==> src/rtl/rshift_carry.sv <==
module rshift_carry #(
  parameter int W  = 32,
  parameter int AW = 8
) (
  input  logic [W-1:0]  opnd,
  input  logic [AW-1:0] amt,
  input  logic          arith,
  input  logic          carry_in,
  input  logic          carry_en,
  output logic [W-1:0]  res,
  output logic          carry_out,
  output logic          carry_wr
);

  localparam int SW = $clog2(W);

  logic         fill;
  logic         big;
  logic         at_w;
  logic         shift_c;
  logic [W:0]   stage [SW+1];

  assign fill     = arith & opnd[W-1];
  assign big      = |amt[AW-1:SW];
  assign at_w     = (amt == AW'(W));
  assign stage[0] = {opnd, 1'b0};

  // Each stage shifts by 2**k; bit 0 keeps the last bit moved out.
  for (genvar k = 0; k < SW; k++) begin : g_stage
    localparam int D = 1 << k;
    assign stage[k+1] = amt[k] ? {{D{fill}}, stage[k][W:D]} : stage[k];
  end

  assign res       = big ? {W{fill}} : stage[SW][W:1];
  assign shift_c   = big ? (at_w ? opnd[W-1] : fill) : stage[SW][0];
  assign carry_wr  = carry_en & (|amt);
  assign carry_out = carry_wr ? shift_c : carry_in;

  always_comb begin
    if (amt == '0)
      assert_zero_pass_R1: assert (res == opnd && carry_out == carry_in && !carry_wr)
        else $error("zero distance altered state");
    if (!arith && amt < AW'(W))
      assert_lsr_fill_R3: assert (res == (opnd >> amt))
        else $error("logical result mismatch");
    if (arith && amt < AW'(W))
      assert_asr_fill_R2: assert ($signed(res) == ($signed(opnd) >>> amt))
        else $error("arithmetic result mismatch");
    if (carry_en && amt != '0 && amt <= AW'(W))
      assert_last_out_R4: assert (carry_wr && carry_out == opnd[SW'(amt - AW'(1))])
        else $error("carry is not last bit out");
    if (amt >= AW'(W))
      assert_saturate_R5: assert (res == {W{arith & opnd[W-1]}})
        else $error("saturated result wrong");
    if (!carry_en)
      assert_hold_carry_R7: assert (!carry_wr && carry_out == carry_in)
        else $error("carry changed while disabled");
  end

endmodule

==> config.mk <==
export PLATFORM = sky130hd
export DESIGN_NAME = rshift_carry
export DESIGN_NICKNAME = d
export VERILOG_FILES = /design/src/rtl/rshift_carry.sv
export SDC_FILE = /design/constraint.sdc
export NUM_CORES = 1
export LEC_CHECK = 0
export ABC_AREA = 1
export BUFFER_PORTS_ARGS = -buffer_cell sky130_fd_sc_hd__buf_2
export CORE_UTILIZATION = 33
export DETAILED_ROUTE_END_ITERATION = 16
export GPL_ROUTABILITY_DRIVEN = 1
export PLACE_DENSITY = 0.62
export SLEW_MARGIN = 20
export SYNTH_ARGS = -nofsm -noshare
export SYNTH_HDL_FRONTEND = slang
export SYNTH_SLANG_ARGS = --single-unit
export TNS_END_PERCENT = 30
==> constraint.sdc <==
create_clock -name vclk -period 1.5
set_clock_uncertainty 0.05 [all_clocks]
set_input_delay 0.15 -clock vclk [all_inputs]
set_output_delay 0.15 -clock vclk [all_outputs]
set_load 0.005 [all_outputs]
==> impl_metrics.py <==
metrics = {
    "global_route": {
        "grt_util_all_layers_pct": 26.7,
        "grt_pass1_wl_um": 13600,
        "antenna_found_initial": 0,
        "grt_max_degree": 27,
        "grt_pass1_vias": 3005,
        "grt_overflow_total": 0,
    },
    "synthesis": {
        "synth_top_area_share_pct": 45.8,
        "yosysTopAreaCell": "nand3_1",
        "yosys-top-cells-count": "nand3_1 (179), nand2_1 (133), buf_2 (19), inv_1 (15), or2_1 (11)",
        "synth_most_common_cell": "nand3_1",
        "synth_cells": 413,
        "yosysSeqAreaShare_pct": 0,
        "syn_area_um2": 1960,
        "synth.distinct_cells": 25,
        "synth_area_leaders": "nand3_1 (46%), nand2_1 (26%), buf_2 (4.9%), or2_1 (3.5%), inv_1 (2.9%)",
        "syn_avg_cell_area_um2": 4.74,
        "syn_nets": 456,
        "yosysWarnings": 0,
    },
    "timing": {
        "tns_ps": -737,
        "worst_pin_slew_ps": 266,
        "hold_viol_final": 0,
        "relSlewSlack_pct": 82.3,
        "setup-violations-final": 19,
        "period_share_pct": 106,
        "setup_slack_ps": -88.4,
        "worst_hold_slack_ps": 547,
        "fmax_ghz": 0.630,
        "maxSlewViolCount": 0,
        "finalCriticalPeriod_ps": 1590,
        "rsz0062_at_grt": "true",
    },
    "cts": {
        "cts_hold_buf": 0,
    },
    "critical_path": {
        "cp.required_ps": 1300,
        "crit_path_max_fanout": 3,
        "cp-end-kind": "output port",
        "startpoint": "amt[6]",
        "crit_path_start_kind": "primary input",
        "arrival_ps": 1390,
        "crit_type": "primary input to output port",
    },
    "power_and_ir_drop": {
        "p_comb_share_pct": 100.0,
        "ir_worst_vdd_v": 0.000157,
        "p_per_area_nw_per_um2": 314,
        "design_power_total_mw": 0.966,
        "power_leakage_nw": 1.64,
        "clockPowerShare_pct": 0,
        "intPower_mw": 0.411,
        "p_sw_share_pct": 57.4,
        "netSwitchingPower_mw": 0.555,
        "pwr-share-seq_pct": 0,
    },
    "placed_design": {
        "gp_congestion": 0.936,
        "hpwl_um": 6150,
        "placed_cells": 567,
        "portBuffers": 77,
        "place_ws_ps": -146,
        "placed_area_um2": 2620,
    },
    "routing": {
        "dr.first_iter.drc_count": 296,
        "vias_per_cell": 5.61,
        "detail-route-antenna-nets": 0,
        "drt-total-wl_um": 8160,
        "post_drt_wl_per_cell_um": 14.2,
        "route.detailed.drc": 0,
        "vias": 3224,
        "firstDrtPassIters": 5,
    },
    "cells_and_area": {
        "antennaDiodeCount": 0,
        "fin_util_pct": 54.9,
        "clkbuf_count": 0,
        "final_cells": 575,
        "design_area_um2": 3080,
        "drive_above_1_share_pct": 39.6,
        "seq_area_um2": 0,
        "n_fill_cell": 599,
        "area.growth.synth_to_final_pct": 57.4,
        "fin_nets": 548,
        "flops_and_latches": 0,
    },
    "status": {
        "violations": "setup timing",
        "status": "finished with violations",
    },
    "min_path": {
        "hp-class": "primary input to output port",
        "min-delay-start": "carry_en",
        "holdPathEnd": "carry_wr",
        "whs_path_depth": 4,
    },
    "die": {
        "start_util_pct": 34.9,
        "coreArea_um2": 5610,
        "num_rows": 27,
        "dieArea_um2": 6240,
        "die_h_um": 79.0,
        "die_w_um": 79.0,
        "ios": 77,
    },
    "job": {
        "drv_cap": 0,
    },
}
-- how the worst max path moves through the flow --
stage / cells past startpoint / slack, ps / endpoint
3_3_place_gp: 10 / -130 / res[8]
6_report: 11 / -90 / res[3]
3_5_place_dp: 10 / -150 / res[8]
4_1_cts: 10 / -50 / carry_out
2_1_floorplan: 7 / 210 / res[8]
5_1_grt: 10 / -160 / res[0]
-- what timing repair did --
| action | in CTS | in global routing |
|---|---|---|
| gates cloned | 2 | 1 |
| pin swaps | 12 | 9 |
| buffers inserted | 5 | 0 |
| gates resized for setup | 56 | 35 |
| endpoints found under the hold margin | 0 | 0 |
| endpoints found under the setup margin | 33 | 33 |
-- layout make-up --
| type | count | area [µm²] | area share, % |
|---|---|---|---|
| multi-input cells | 364 | 2000 | 64.9 |
| inverters | 19 | 83.8 | 2.72 |
| repair buffers | 120 | 907 | 29.4 |
| well taps | 72 | 90.1 | 2.92 |
-- layout by cell type (no fill, tap or decap), types with 10 or more instances in the layout --
| cell | count |
|---|---|
| or2_1 | 10 |
| buf_4 | 30 |
| nand3_1 | 150 |
| nand3_2 | 29 |
| inv_1 | 12 |
| nand2_2 | 17 |
| nand2_1 | 116 |
| o21ai_2 | 11 |
| buf_2 | 75 |
| buf_12 | 10 |
-- critical path: stages --
cell	delay (ps)
buf_6	90
or2_4	250
nor2_4	150
buf_4	120
buf_4	90
buf_4	100
buf_4	90
buf_4	80
nand3_1	90
nand2_1	70
buf_2	100
-- layer usage --
layer  share of wire, %  vias up  wire length [µm]  GRT usage, %
met4                4.1        0               333          8.73
li1                   -     1592                 -             -
met2                 48      139              3890          46.9
met3                6.0       30               490          1.72
met5                  0        -                 0             0
met1                 42     1463              3450          34.2
-- power groups by stage --
| stage | clock, mW | combinational (mW) | sequential, mW |
|---|---|---|---|
| after floorplan | 0 | 0.501 | 0 |
| after global placement | 0 | 0.804 | 0 |
| after detailed placement | 0 | 0.809 | 0 |
| after CTS | 0 | 0.900 | 0 |
| after global routing | 0 | 1.07 | 0 |
| final | 0 | 0.966 | 0 |
-- cell families after synthesis --
kind of cell           after synthesis  synth area share, %
AND/OR/NAND/NOR                    338                 79.6
buffers and inverters               49                 12.2
AO/OA/AOI/OAI                       26                 8.18
Note: power is estimated with default switching activity, not from simulation.
